File: src/rtl/pcgen_pkg.sv
// Package: shared target-kind encoding for the PC target generator.
// Assumes: kind codes above PK_COMP are treated as sequential by the top.
package pcgen_pkg;
    typedef enum logic [2:0] {
        PK_SEQ  = 3'd0,
        PK_REL  = 3'd1,
        PK_PAGE = 3'd2,
        PK_LONG = 3'd3,
        PK_COMP = 3'd4
    } pc_kind_e;
endpackage

File: src/rtl/pcgen_rel.sv
// Module: pcgen_rel
// Adds a sign-extended offset byte to a base address, wrapping at the
// address width. Assumes AW > BW.
module pcgen_rel #(
    parameter int AW = 16,
    parameter int BW = 8
) (
    input  logic [AW-1:0] base,
    input  logic [BW-1:0] off,
    output logic [AW-1:0] tgt
);
    localparam int EXT_W = AW - BW;

    logic [AW-1:0] off_ext;

    // sign-extend the offset and add it to the base
    always_comb begin
        off_ext = {{EXT_W{off[BW-1]}}, off};
        tgt     = base + off_ext;
    end
endmodule

File: src/rtl/pcgen_uadd.sv
// Module: pcgen_uadd
// Adds a zero-extended byte to a full-width address, wrapping at the
// address width. Used for both the computed jump and the table read.
module pcgen_uadd #(
    parameter int AW = 16,
    parameter int BW = 8
) (
    input  logic [AW-1:0] base,
    input  logic [BW-1:0] val,
    output logic [AW-1:0] sum
);
    localparam int EXT_W = AW - BW;

    // zero-extend and add
    always_comb begin
        sum = base + {{EXT_W{1'b0}}, val};
    end
endmodule

File: src/rtl/pcgen_page.sv
// Module: pcgen_page
// Builds an in-page target. The top AW-PW bits come from the base
// address. The next PW-BW bits come from the top of the opcode byte,
// and the low BW bits come from the operand byte.
// Assumes BW < PW < AW and PW-BW <= BW.
module pcgen_page #(
    parameter int AW = 16,
    parameter int PW = 11,
    parameter int BW = 8
) (
    input  logic [AW-1:0] base,
    input  logic [BW-1:0] opc,
    input  logic [BW-1:0] lo,
    output logic [AW-1:0] tgt
);
    localparam int OB = PW - BW;

    logic [OB-1:0] op_bits;

    // take the opcode-borne bits from the top of the opcode byte
    always_comb begin
        op_bits = opc[BW-1 -: OB];
    end

    // splice the page field under the kept upper bits
    always_comb begin
        tgt = {base[AW-1:PW], op_bits, lo};
    end
endmodule

File: src/rtl/pcgen_vec.sv
// Module: pcgen_vec
// Computes an interrupt vector address: VBASE plus the index shifted
// left by SLG. Assumes the result fits in AW bits.
module pcgen_vec #(
    parameter int AW    = 16,
    parameter int IW    = 3,
    parameter int VBASE = 3,
    parameter int SLG   = 3
) (
    input  logic [IW-1:0] idx,
    output logic [AW-1:0] vaddr
);
    localparam logic [AW-1:0] BASE_V = AW'(VBASE);
    localparam int            PAD    = AW - IW - SLG;

    logic [AW-1:0] scaled;

    // place the index at the stride position and add the base
    generate
        if (PAD > 0) begin : g_pad
            always_comb scaled = {{PAD{1'b0}}, idx, {SLG{1'b0}}};
        end else begin : g_nopad
            always_comb scaled = AW'({idx, {SLG{1'b0}}});
        end
    endgenerate

    always_comb begin
        vaddr = BASE_V + scaled;
    end
endmodule

File: src/rtl/pcgen_top.sv
// Module: pcgen_top
// Holds the program counter and loads it with the target chosen by the
// kind code: sequential, relative, page splice, long or computed. A vector
// request loads a vector address instead, and reset loads zero. It also
// gives out a PC-based table read address (next_addr + acc).
// Assumes next_addr is already the address of the byte that follows the
// current instruction.
module pcgen_top
    import pcgen_pkg::*;
#(
    parameter int AW    = 16,
    parameter int BW    = 8,
    parameter int PW    = 11,
    parameter int IW    = 3,
    parameter int VBASE = 3,
    parameter int SLG   = 3
) (
    input  logic          clk,
    input  logic          rst_n,
    input  logic          step,
    input  logic [2:0]    kind,
    input  logic [BW-1:0] opc,
    input  logic [BW-1:0] opd_lo,
    input  logic [BW-1:0] opd_hi,
    input  logic [BW-1:0] acc,
    input  logic [AW-1:0] dptr,
    input  logic [AW-1:0] next_addr,
    input  logic          taken,
    input  logic          vec_req,
    input  logic [IW-1:0] vec_idx,
    output logic [AW-1:0] pc,
    output logic [AW-1:0] code_addr
);
    localparam int           LONG_PAD  = AW - 2 * BW;
    localparam logic [SLG-1:0] VEC_LOW = SLG'(VBASE);

    pc_kind_e      kind_e;
    logic [AW-1:0] rel_tgt;
    logic [AW-1:0] page_tgt;
    logic [AW-1:0] long_tgt;
    logic [AW-1:0] comp_tgt;
    logic [AW-1:0] vec_tgt;
    logic [AW-1:0] sel_tgt;
    logic [AW-1:0] pc_q;

    pcgen_rel #(.AW(AW), .BW(BW)) i_rel (
        .base (next_addr),
        .off  (opd_lo),
        .tgt  (rel_tgt)
    );

    pcgen_page #(.AW(AW), .PW(PW), .BW(BW)) i_page (
        .base (next_addr),
        .opc  (opc),
        .lo   (opd_lo),
        .tgt  (page_tgt)
    );

    pcgen_uadd #(.AW(AW), .BW(BW)) i_comp (
        .base (dptr),
        .val  (acc),
        .sum  (comp_tgt)
    );

    pcgen_uadd #(.AW(AW), .BW(BW)) i_tbl (
        .base (next_addr),
        .val  (acc),
        .sum  (code_addr)
    );

    pcgen_vec #(.AW(AW), .IW(IW), .VBASE(VBASE), .SLG(SLG)) i_vec (
        .idx   (vec_idx),
        .vaddr (vec_tgt)
    );

    // assemble the long target from the two operand bytes
    generate
        if (LONG_PAD > 0) begin : g_long_pad
            always_comb long_tgt = {{LONG_PAD{1'b0}}, opd_hi, opd_lo};
        end else begin : g_long_fit
            always_comb long_tgt = AW'({opd_hi, opd_lo});
        end
    endgenerate

    // choose the target for the current kind code
    always_comb begin
        kind_e = pc_kind_e'(kind);
        case (kind_e)
            PK_REL:  sel_tgt = taken ? rel_tgt : next_addr;
            PK_PAGE: sel_tgt = page_tgt;
            PK_LONG: sel_tgt = long_tgt;
            PK_COMP: sel_tgt = comp_tgt;
            default: sel_tgt = next_addr;
        endcase
    end

    // PC register: reset first, then vector, then step
    always_ff @(posedge clk) begin
        if (!rst_n) begin
            pc_q <= '0;
        end else if (vec_req) begin
            pc_q <= vec_tgt;
        end else if (step) begin
            pc_q <= sel_tgt;
        end
    end

    assign pc = pc_q;


    reset_zero_chk: assert property (@(posedge clk)
        !rst_n |=> pc == '0);


    hold_pc_chk: assert property (@(posedge clk) disable iff (!rst_n)
        (!step && !vec_req) |=> $stable(pc));


    vec_low_chk: assert property (@(posedge clk) disable iff (!rst_n)
        vec_req |=> pc[SLG-1:0] == VEC_LOW);


    rel_not_taken_chk: assert property (@(posedge clk) disable iff (!rst_n)
        (step && !vec_req && kind == 3'd1 && !taken) |=> pc == $past(next_addr));


    page_upper_chk: assert property (@(posedge clk) disable iff (!rst_n)
        (step && !vec_req && kind == 3'd2)
        |=> pc[AW-1:PW] == $past(next_addr[AW-1:PW]));


    long_chk: assert property (@(posedge clk) disable iff (!rst_n)
        (step && !vec_req && kind == 3'd3)
        |=> pc[2*BW-1:0] == $past({opd_hi, opd_lo}));


    seq_chk: assert property (@(posedge clk) disable iff (!rst_n)
        (step && !vec_req && (kind == 3'd0 || kind > 3'd4))
        |=> pc == $past(next_addr));
endmodule

File: config.mk
export PLATFORM = sky130hd
export DESIGN_NAME = pcgen_top
export DESIGN_NICKNAME = d
export VERILOG_FILES = /design/src/rtl/pcgen_pkg.sv /design/src/rtl/pcgen_rel.sv /design/src/rtl/pcgen_uadd.sv /design/src/rtl/pcgen_page.sv /design/src/rtl/pcgen_vec.sv /design/src/rtl/pcgen_top.sv
export SDC_FILE = /design/constraint.sdc
export NUM_CORES = 1
export LEC_CHECK = 0
export CAP_MARGIN = 15
export CELL_PAD_IN_SITES_DETAIL_PLACEMENT = 0
export CELL_PAD_IN_SITES_GLOBAL_PLACEMENT = 1
export CORE_ASPECT_RATIO = 1.75
export CORE_MARGIN = 1.5
export CORE_UTILIZATION = 35
export DETAILED_ROUTE_END_ITERATION = 16
export GPL_TIMING_DRIVEN = 0
export PLACE_DENSITY = 0.87
export SYNTH_ARGS = -nofsm -noshare
export SYNTH_HDL_FRONTEND = slang
export SYNTH_HIERARCHICAL = 1
export SYNTH_SLANG_ARGS = --single-unit
File: constraint.sdc
create_clock -name clk -period 3.6 [get_ports clk]
set_input_delay 0.72 -clock clk [delete_from_list [all_inputs] [get_ports clk]]
set_output_delay 0.72 -clock clk [all_outputs]
set_load 0.005 [all_outputs]
==> After elaboration in Yosys (flattened, before gate mapping) <==
Index checks and enable logic that the tools add are counted.
{ "classes": {"n_addsub": 4, "eq_ne": 4, "mux": 4, "n_reduce_logical": 1} }
{ "op_table": {"columns": ["operator", "n"], "rows": [
  ["16-bit one-hot mux with 4 select lines", 1],
  ["16-bit two-way mux", 3],
  ["16-bit by 8-bit adder with 16-bit output", 2],
  ["16-bit adder", 1],
  ["2-bit by 6-bit adder with 7-bit output, first input constant", 1],
  ["3-bit by 2-bit == test with 1-bit output, second input constant", 2],
  ["3-bit by 1-bit == test with 1-bit output, second input constant", 1],
  ["3-bit == test, second input constant", 1],
  ["2-bit nonzero test", 1]
]} }
{ "totals": {"regBits": 16, "inputBits": 75, "out_inout_bits": 32, "elab_cells": 14} }

==> Longest topological paths before layout <==
Gate-level depths: netlist of the first run.
{ "depth": {"ltp_word": 5, "ltp_mapped": 11, "depth_no_buf": 11} }

==> Cells and area by module <==
Netlist of the first run, hierarchy kept.
{ "modules_own_cells": {"columns": ["module", "instances", "cells_each", "area_per_inst_um2", "seq_area_each_um2"], "rows": [
  ["pcgen_top", 1, 181, 1510.2, 320.3],
  ["pcgen_uadd", 2, 62, 490.5, 0.0],
  ["pcgen_rel", 1, 98, 724.4, 0.0],
  ["pcgen_vec", 1, 18, 127.6, 0.0],
  ["pcgen_page", 1, 16, 120.1, 0.0]
]} }

==> Worst setup path after synthesis of the first run <==
No wires, ideal clock.
{ "synth_path": {"path_type": "in2reg", "from": "input next_addr[0]", "to": "register pc_q[14], in the netlist pc[14]", "arrival_ps": 2912, "slack_ps": 555, "stages": 10, "path_buffers": 0, "cell_sequence": "ha_1 > fa_1 > a21o_2 > a311oi_2 > nor3b_1 > a211oi_1 > xnor2_1 > mux2_2 > a222oi_1 > o22ai_1"} }
{ "synth_via": {"elab_chain_cells": 5} }
{ "synth_lines": {"columns": ["element", "line", "rtl"], "rows": [
  ["start, declared", "pcgen_top.sv:27", "input logic [AW-1:0] next_addr,"],
  ["16-bit adder", "pcgen_rel.sv:19", "tgt = base + off_ext;"],
  ["via rel_tgt[14]", "pcgen_top.sv:38", "logic [AW-1:0] rel_tgt;"],
  ["16-bit two-way mux", "pcgen_top.sv:89", "PK_REL: sel_tgt = taken ? rel_tgt : next_addr;"],
  ["16-bit one-hot mux with 4 select lines", "pcgen_top.sv:88", "case (kind_e)"],
  ["16-bit two-way mux", "pcgen_top.sv:103", "end else if (step) begin"],
  ["16-bit two-way mux", "pcgen_top.sv:101", "end else if (vec_req) begin"],
  ["end signal, assigned", "pcgen_top.sv:102", "pc_q <= vec_tgt;"],
  ["end signal, assigned", "pcgen_top.sv:104", "pc_q <= sel_tgt;"],
  ["end, declared", "pcgen_top.sv:44", "logic [AW-1:0] pc_q;"]
]} }
The timed path passes the listed nets, and every way through them passes these cells. The select of a mux whose other input is x is not followed.
A chain may end at the register's enable or synchronous reset.

==> Worst setup path in the final report of the first run <==
{ "layout_path": {"from": "input acc[4]", "to": "output code_addr[13]"} }
{ "layout_via": {"elab_chain_cells": 1} }
{ "layout_lines": {"columns": ["element", "line", "rtl"], "rows": [
  ["start, declared", "pcgen_top.sv:25", "input logic [BW-1:0] acc,"],
  ["16-bit by 8-bit adder with 16-bit output", "pcgen_uadd.sv:16", "sum = base + {{EXT_W{1'b0}}, val};"],
  ["end, declared", "pcgen_top.sv:32", "output logic [AW-1:0] code_addr"]
]} }
No other way between the ends.

==> results of run 1 <==
## cells by family (layout without fill, tap and decap cells)
logic type      count (synthesis)  after routing  share of synthesized area [%]
xor+xnor                       40             40                           10.3
mux                            29             29                           8.60
simple gates                   97             97                           16.4
other cells                     2             13                          0.217
fa+ha+maj                      34             34                           12.9
flops                          16             16                           9.25
compound gates                160            160                           31.5
buf+inv                        59            164                           10.8
## through the flow
step | util (%) | instance area [µm²] | setup slack [ns] | cells
final | 51.0 | 4860 | 0.106 | 675
after global routing | 51.0 | 4860 | 0.0146 | 675
after CTS | 50.4 | 4800 | 0.0170 | 673
after detailed placement | 48.1 | 4580 | -0.687 | 662
after global placement | 48.1 | 4580 | -0.685 | 662
after floorplan | - | 3500 | 0.555 | 448
## power by group
group | total (µW) | switching, µW | internal, µW
sequential | 199 | 6.04 | 193
clock | 217 | 71.3 | 146
combinational | 686 | 326 | 360
total | 1100 | 403 | 698
## path summary, 6_finish.rpt
path | cells after the start | startpoint | slack (ns) | to
min | 3 | pc[15] | 0.65 | pc[15]
min reg2reg | 3 | pc[15] | 0.65 | pc[15]
max reg2reg | 3 | pc[11] | 2.73 | pc[11]
max | 10 | acc[4] | 0.11 | code_addr[13]
## layer usage
layer | vias to the layer above | track usage (%) | part of all wire, %
li1 | 1841 | - | -
met5 | - | 0 | 0
met4 | 0 | 11.0 | 4.7
met3 | 31 | 1.35 | 3.2
met2 | 105 | 42.2 | 55
met1 | 1714 | 21.6 | 37
## cell usage after synthesis, drive strengths merged
cell and n:
clkbuf 10, a211oi 1, o2111ai 6, and2 3, a211o 1, nand2b 7
nor3 7, a31oi 3, nand4 2, o21bai 8, ha 31, o211ai 5
xor2 11, a221oi 2, a222oi 6, nand3b 1, o22ai 7, a21o 9
nor3b 19, mux2i 23, nor2b 12, conb 2, o21ai 28, nand2 18
o21a 2, dfxtp 16, xnor2 29, a21oi 55, fa 3, a21boi 2
a2bb2oi 10, nand3 12, nor2 8, o41ai 1, or2 1, and3 7
o221ai 10, buf 43, a41oi 2, mux2 6, inv 6, a311oi 2
## placed cells by master, fill, tap and decap left out, types with 4 or more instances in the layout
master,n
sky130_fd_sc_hd__a21o_1,6
sky130_fd_sc_hd__a21oi_1,50
sky130_fd_sc_hd__a222oi_1,6
sky130_fd_sc_hd__a2bb2oi_1,10
sky130_fd_sc_hd__and3_1,5
sky130_fd_sc_hd__buf_2,6
sky130_fd_sc_hd__buf_4,46
sky130_fd_sc_hd__clkbuf_1,8
sky130_fd_sc_hd__clkdlybuf4s50_1,73
sky130_fd_sc_hd__conb_1,13
sky130_fd_sc_hd__dfxtp_1,16
sky130_fd_sc_hd__dlygate4sd2_1,11
sky130_fd_sc_hd__dlymetal6s2s_1,4
sky130_fd_sc_hd__ha_1,25
sky130_fd_sc_hd__ha_4,4
sky130_fd_sc_hd__inv_1,6
sky130_fd_sc_hd__mux2_2,6
sky130_fd_sc_hd__mux2i_1,23
sky130_fd_sc_hd__nand2_1,17
sky130_fd_sc_hd__nand2b_1,7
sky130_fd_sc_hd__nand3_1,12
sky130_fd_sc_hd__nor2_1,7
sky130_fd_sc_hd__nor2b_1,12
sky130_fd_sc_hd__nor3_1,7
sky130_fd_sc_hd__nor3b_1,17
sky130_fd_sc_hd__o2111ai_1,5
sky130_fd_sc_hd__o211ai_1,5
sky130_fd_sc_hd__o21ai_0,21
sky130_fd_sc_hd__o21ai_1,5
sky130_fd_sc_hd__o21bai_1,8
sky130_fd_sc_hd__o221ai_1,10
sky130_fd_sc_hd__o22ai_1,7
sky130_fd_sc_hd__xnor2_1,28
sky130_fd_sc_hd__xor2_1,11
## final cells by class
class	instances	area share, %
multi-input cells	373	60.7
clock buffers	3	1.55
flip-flops and latches	16	6.60
plain buffers	53	7.24
inverters	6	0.464
well taps	122	3.14
repair buffers	102	20.3
## worst max-delay path, stage by stage
cell and delay (ns):
sky130_fd_sc_hd__clkdlybuf4s50_1 0.53, sky130_fd_sc_hd__ha_4 0.24, sky130_fd_sc_hd__buf_12 0.13, sky130_fd_sc_hd__a21oi_4 0.19, sky130_fd_sc_hd__a21oi_4 0.09, sky130_fd_sc_hd__buf_4 0.14
sky130_fd_sc_hd__buf_4 0.13, sky130_fd_sc_hd__o2111ai_1 0.20, sky130_fd_sc_hd__xnor2_1 0.14, sky130_fd_sc_hd__dlygate4sd2_1 0.26
## repair_timing
item                                    4_1_cts  5_1_grt
endpoints found under the setup margin       14       11
pin swaps                                     9        6
setup buffers                                 8        2
resized for setup                            44       12
==> results by stage, run 1 <==
Run status:
- The run finished with clean final reports.

Place:
- The estimated wirelength of the detail-placed design is roughly 9400 µm.
- The final RePlAce weighted congestion is between 0.9 and 1.
- The number of buffer cells added on primary ports is 92.

STA:
- Setup total negative slack on the finished layout was measured at 0 ns.
- Of the available clock period, the critical path in the final layout requires ~97%.
- The minimum hold slack is roughly 0.65 ns.
- The number of failing hold endpoints at the final stage came to 0.
- Setup violations remaining at the end of the flow were counted as 0.
- The relative max-transition margin is between 60% and 70%.
- The number of pins exceeding their max-slew limit in the final report was 0.
- The worst path needs between 3 and 4 ns of the cycle, external delays included.
- For this run, the top clock speed supported by timing is between 200 and 300 MHz.
- The transition time of the tightest slew-check pin is roughly 0.5 ns.
- The worst-case clock skew is 0 ns.
- Setup repair after global routing left no endpoint under its margin.

Yosys:
- The synthesized netlist cell count is around 440.
- The sequential area share after synthesis is under 10%.
- The unique cell type count in the Yosys netlist is between 50 and 60.
- After synthesis, the cell types taking the most area are sky130_fd_sc_hd__ha_1 (11%), sky130_fd_sc_hd__dfxtp_1 (9.2%), sky130_fd_sc_hd__buf_4 (8.0%).
- In this run, synthesis produced a sequential element count of 16.
- The top cell type's share of synthesized area is 11.2%.
- The post-synth design cell area is between 3000 and 4000 µm².
- The largest area contributor in the netlist is sky130_fd_sc_hd__ha_1.
- The mean instance size in the synthesized netlist is 7.93 µm².
- The Yosys warning count is 6.

Final layout:
- The area growth from synthesis to layout is 40.2%.
- The final layout contains roughly 660 nets.
- The register with the most flip-flops in the layout has 16 of them.
- 0 antenna diodes ended up in the layout.
- The fill cell total of the finished layout is about 970.
- Of the cells placed in the final design, the portion with a size suffix greater than 1 is 17.9%.
- The area taken by flip-flops and latches is between 300 and 400 µm².
- Summing all multi-input logic gate instances after layout gives ~2900 µm².

Routing:
- For this block, the via count after detailed routing is 3691.
- In the routed design, unresolved DRC markers number 0.
- The final layout contains routed wiring with a total length of around 11000 µm.
- The detailed router finished its first iteration with ~180 violations.
- After detailed routing, the average wire length per cell comes to roughly 17 µm.
- Once detail routing completed, the nets flagged for antenna violations numbered 0.
- Dividing the detail-routed via count by the number of cells gives 5.47.
- The number of detailed-routing iterations run before antenna repair is 5.

Floorplan:
- In this run the count of I/O pins placed on the die edge is 107.
- The die covers 10500 µm².
- Once the floorplan was initialized, standard cells occupied between 30% and 40% of the core.
- The floorplan step set the die height to approximately 130 µm.
- The core region is approximately 9500 µm².
- The x dimension of the die is just under 80 µm.
- The row count is 47.

Clock network:
- Hold repair after CTS inserted 0 buffers.
- The clock transition at the register clock pins on the worst setup and hold paths after CTS is roughly 0.050 ns.
- For this design, the sink count on the clock tree is 16.
- No sink is reached through more buffers than the 2 on the longest clock path.
- The clock buffer count from CTS is 3.
- The root buffer cell chosen for the clock tree is sky130_fd_sc_hd__clkbuf_16.
- The count of H-tree levels built during CTS is 1.
- The clock latency of the later-clocked register in the worst-skew pair is 0.25 ns.
- The CTS tree is yes.

GRT:
- Entering global routing, the biggest net connects 12 pins.
- Global routing used between 20% and 30% of the available tracks across all layers.
- The initial antenna violation count is 0.
- The first global-routing pass estimated 17800 µm of wire.
- The aggregate global routing overflow is 0.
- The via count of the first global-routing pass is around 3800.

Job:
- The tool flagged a number of max-cap violations equal to 0.

Critical path:
- Along the worst path, the maximum fanout reaches 4.
- STA classifies the critical path startpoint as an input pin.
- The required time at the worst-slack endpoint is ~2.9 ns.
- STA puts the critical path data arrival time at ~2.8 ns.
- The category of the most critical setup path is input pin to output port.
- The worst setup path is captured at an output port.

Power:
- The leakage power is roughly 0.0020 µW.
- Power comes to between 1000 and 1500 µW.
- The power per cell area is ~230 nW/µm².
- The peak supply drop is ~0.00018 V.

Worst hold path:
- The worst min-delay path class is flip-flop to flip-flop.
No activity file was read; power rests on OpenSTA's default activity.
==> inputs of run 2 (changes only) <==
--- a/config.mk
+++ b/config.mk
@@ -13,7 +13,7 @@
 export CORE_UTILIZATION = 35
 export DETAILED_ROUTE_END_ITERATION = 16
 export GPL_TIMING_DRIVEN = 0
-export PLACE_DENSITY = 0.87
+export PLACE_DENSITY_LB_ADDON = 0.1
 export SYNTH_ARGS = -nofsm -noshare
 export SYNTH_HDL_FRONTEND = slang
 export SYNTH_HIERARCHICAL = 1
==> results by stage, run 2 (synthesis gave the netlist of run 1 again) <==
GRT:
- The initial antenna violation count came to 0 (unchanged).
- The first-pass GRT wire length is 18100 µm (was 17800 µm).
- The maximum number of pins on one net before global-route repair is 12 (unchanged).
- The aggregate global routing overflow is 0 (unchanged).
- The via count of the first global-routing pass is 3712 (was 3825).
- The total routing usage reported by global routing is 21.8% (was 21.3%).

Critical path:
- The peak fanout along the critical path is 4 (unchanged).
- The standard cell with the maximum stage delay on the critical path is sky130_fd_sc_hd__clkdlybuf4s50_1 (unchanged).
- The register-to-register setup slack is 2.79 ns (was 2.73 ns).
- The logic depth of the worst register-to-register path is 3 (unchanged).
- The required time at the worst-slack endpoint is 2.88 ns (about the same).
- The critical path startpoint category is an input pin (unchanged).
- Cells along the critical path: clkdlybuf4s50_1 -> ha_4 -> nand4_1 -> a21oi_4 -> o21ai_0 -> xnor2_1 -> clkdlybuf4s50_1 (was clkdlybuf4s50_1 -> ha_4 -> buf_12 -> a21oi_4 -> a21oi_4 -> buf_4 -> buf_4 -> o2111ai_1 -> xnor2_1 -> dlygate4sd2_1).
- The dominant delay contributor by cell family on the critical path is buffers and inverters (unchanged).
- The count of buffer and inverter cells on the critical path is 2 (was 5).
- The reg-to-reg critical path endpoint was pc[8] (was pc[11]).
- The cell seen most often among critical-path stages is sky130_fd_sc_hd__clkdlybuf4s50_1.
- The origin of the critical flop-to-flop path is pc[8] (was pc[11]).
- The category of the most critical setup path is input pin to output port (unchanged).
- The endpoint class of the critical path is an output port (unchanged).
- The launching instance or port of the critical path was acc[2] (was acc[4]).
- The largest incremental delay on the critical path was 0.52 ns (was 0.53 ns).
- The arrival time at the worst endpoint is 2.82 ns (was 2.77 ns).
- The number of gates on the worst path with buffers counted is 7 (was 10).
- The critical path endpoint was code_addr[9] (was code_addr[13]).

Final layout:
- The share of cells above drive strength 1 is 17.3% (was 17.9%).
- The count of non-filler cells in the finished layout is 672 (was 675).
- The most common cell after layout, fill and taps aside is sky130_fd_sc_hd__clkdlybuf4s50_1 (unchanged).
- The number of flip-flops under the largest register name came to 16 (unchanged).
- Commonest cells after routing, fill and taps aside: sky130_fd_sc_hd__clkdlybuf4s50_1 (73), sky130_fd_sc_hd__a21oi_1 (50), sky130_fd_sc_hd__buf_4 (43) (was sky130_fd_sc_hd__clkdlybuf4s50_1 (73), sky130_fd_sc_hd__a21oi_1 (50), sky130_fd_sc_hd__buf_4 (46)).
- The post-route cell area is 4860 µm² (about the same).
- The area growth from synthesis to layout is 40.2% (about the same).
- The number of inserted diodes is 0 (unchanged).
- The number of nets in the finished design is 661 (was 664).

STA:
- The number of pins exceeding their max-slew limit in the final report is 0 (unchanged).
- The number of failing setup endpoints in the final timing report was 0 (unchanged).
- The relative max-transition margin is 63.9% (was 66.5%).
- The period utilization is 98.4% (was 97.0%).
- The number of failing hold endpoints at the final stage came to 0 (unchanged).
- The summed negative setup slack over all endpoints is 0 ns (unchanged).
- The top achievable clock speed is 282 MHz (was 286 MHz).
- The worst-case clock skew is 0 ns (unchanged).
- The shortest period the worst path allows is 3.54 ns (was 3.49 ns).
- The transition time of the tightest slew-check pin is 0.541 ns (was 0.502 ns).

Clock network:
- The count of H-tree levels built during CTS is 1 (unchanged).
- The clock latency of the later-clocked register in the worst-skew pair is 0.25 ns (about the same).
- The clock transition at the register clock pins on the worst setup and hold paths after CTS is 0.05 ns (about the same).
- The clock buffer count from CTS was 3 (unchanged).
- The number of hold buffers added after cts is 0 (unchanged).
- The maximum clock path buffer count is 2 (unchanged).
- The number of sinks handled by clock tree synthesis is 16 (unchanged).
- The CTS tree is yes (unchanged).
- The clock root buffer is sky130_fd_sc_hd__clkbuf_16 (unchanged).

Floorplan:
- The die outline area is 10500 µm² (unchanged).
- The row count is 47 (unchanged).
- The number of I/O pins is 107 (unchanged).
- The placeable core region is 9530 µm² (unchanged).
- The vertical die dimension was 135 µm (unchanged).
- The initial core utilization is 36.4% (unchanged).
- The x dimension of the die is 78.2 µm (unchanged).

Power:
- The peak supply drop came to 0.000190 V (was 0.000177 V).
- The total power consumption of the routed design is 1100 µW (about the same).
- The power per cell area is 226 nW/µm² (was 227 nW/µm²).
- The leakage power is 0.00200 µW (about the same).
- The power spent charging and discharging nets is 403 µW (about the same).
- The fraction of power spent switching nets is 36.7% (was 36.6%).
- The portion of total power attributed to sequential cells is 18.0% (about the same).
- The combinational power share is 62.4% (was 62.3%).
- The internal power component is 697 µW (was 698 µW).
- The clock network fraction of total power is 19.6% (was 19.7%).

Routing:
- The remaining number of nets flagged by the antenna check after routing was 0 (unchanged).
- The count of unresolved DRC violations after routing is 0 (unchanged).
- The number of vias per cell after detailed routing was 5.41 (was 5.47).
- The number of vias in the routed layout is 3638 (was 3691).
- The total wirelength of the detailed-routed design was 11500 µm (was 11200 µm).
- The number of detailed-routing iterations run before antenna repair is 5 (unchanged).
- The final routed wire length divided by cell count is 17.1 µm (was 16.6 µm).
- The initial DRC count is 200 (was 176).

Place:
- The number of buffer cells added on primary ports came to 92 (unchanged).
- The total placed instance area is 4580 µm² (unchanged).
- The estimated wirelength of the detail-placed design is 9670 µm (was 9440 µm).
- The final RePlAce weighted congestion came to 0.953 (was 0.993).
- The number of placed instances, taps included came to 662 (unchanged).

Run status:
- Outcome: finished, final reports clean (unchanged).

Worst hold path:
- The worst min-delay path class is flip-flop to flip-flop (unchanged).

Job:
- The max capacitance violation total was 0 (unchanged).
## run 2: layout make-up
| class | count | area (µm²) |
|---|---|---|
| clock buffers | 3 | 75.1 |
| well taps | 122 | 153 |
| flip-flops and latches | 16 | 320 |
| multi-input cells | 373 | 2970 |
| plain buffers | 53 | 352 |
| inverters | 6 | 22.5 |
| fillers | 1006 | 4670 |
| repair buffers | 99 | 968 |
## run 2: worst min path at each step
stage / from / cells after the start / to
after detailed placement: pc[4] / 3 / pc[4]
after global placement: pc[9] / 3 / pc[9]
after floorplan: pc[10] / 3 / pc[10]
after global routing: pc[10] / 3 / pc[10]
after CTS: pc[4] / 3 / pc[4]
final: pc[1] / 3 / pc[1]
## run 2: worst register-to-register path, stage by stage, from the launching register on
cell                      delay (ns)
sky130_fd_sc_hd__dfxtp_1        0.31
sky130_fd_sc_hd__nor3b_1        0.20
sky130_fd_sc_hd__a21oi_1        0.07
sky130_fd_sc_hd__o22ai_1        0.16
## run 2: layer usage
metal	track usage, %	wire length [µm]	vias to the layer above
met5	0	0	-
met4	7.84	317	0
met3	1.22	350	19
met2	44.7	6500	102
met1	22.4	4330	1679
li1	-	-	1838
## run 2: repair_timing
action                                  in CTS  in global routing
pin swaps                                    8                  5
endpoints found under the setup margin      14                 10
setup buffers                                5                  2
resized for setup                           35                 15
gates cloned                                 0                  0
## run 2: through the flow
| step | hold WS [ns] | util, % | worst slack, ns |
|---|---|---|---|
| after floorplan | 0.634 | - | 0.555 |
| after global placement | 0.641 | 48.1 | -0.658 |
| after detailed placement | 0.647 | 48.1 | -0.676 |
| after CTS | 0.654 | 50.5 | -0.00374 |
| after global routing | 0.669 | 51.0 | -0.00878 |
| final | 0.648 | 51.0 | 0.0581 |
## run 2: power groups by stage
stage	Sequential, µW	Combinational, µW	Clock, µW
3_3_place_gp	201	649	0
3_5_place_dp	202	652	0
2_1_floorplan	203	390	0
4_1_cts	198	682	222
5_1_grt	200	746	227
6_report	198	686	216
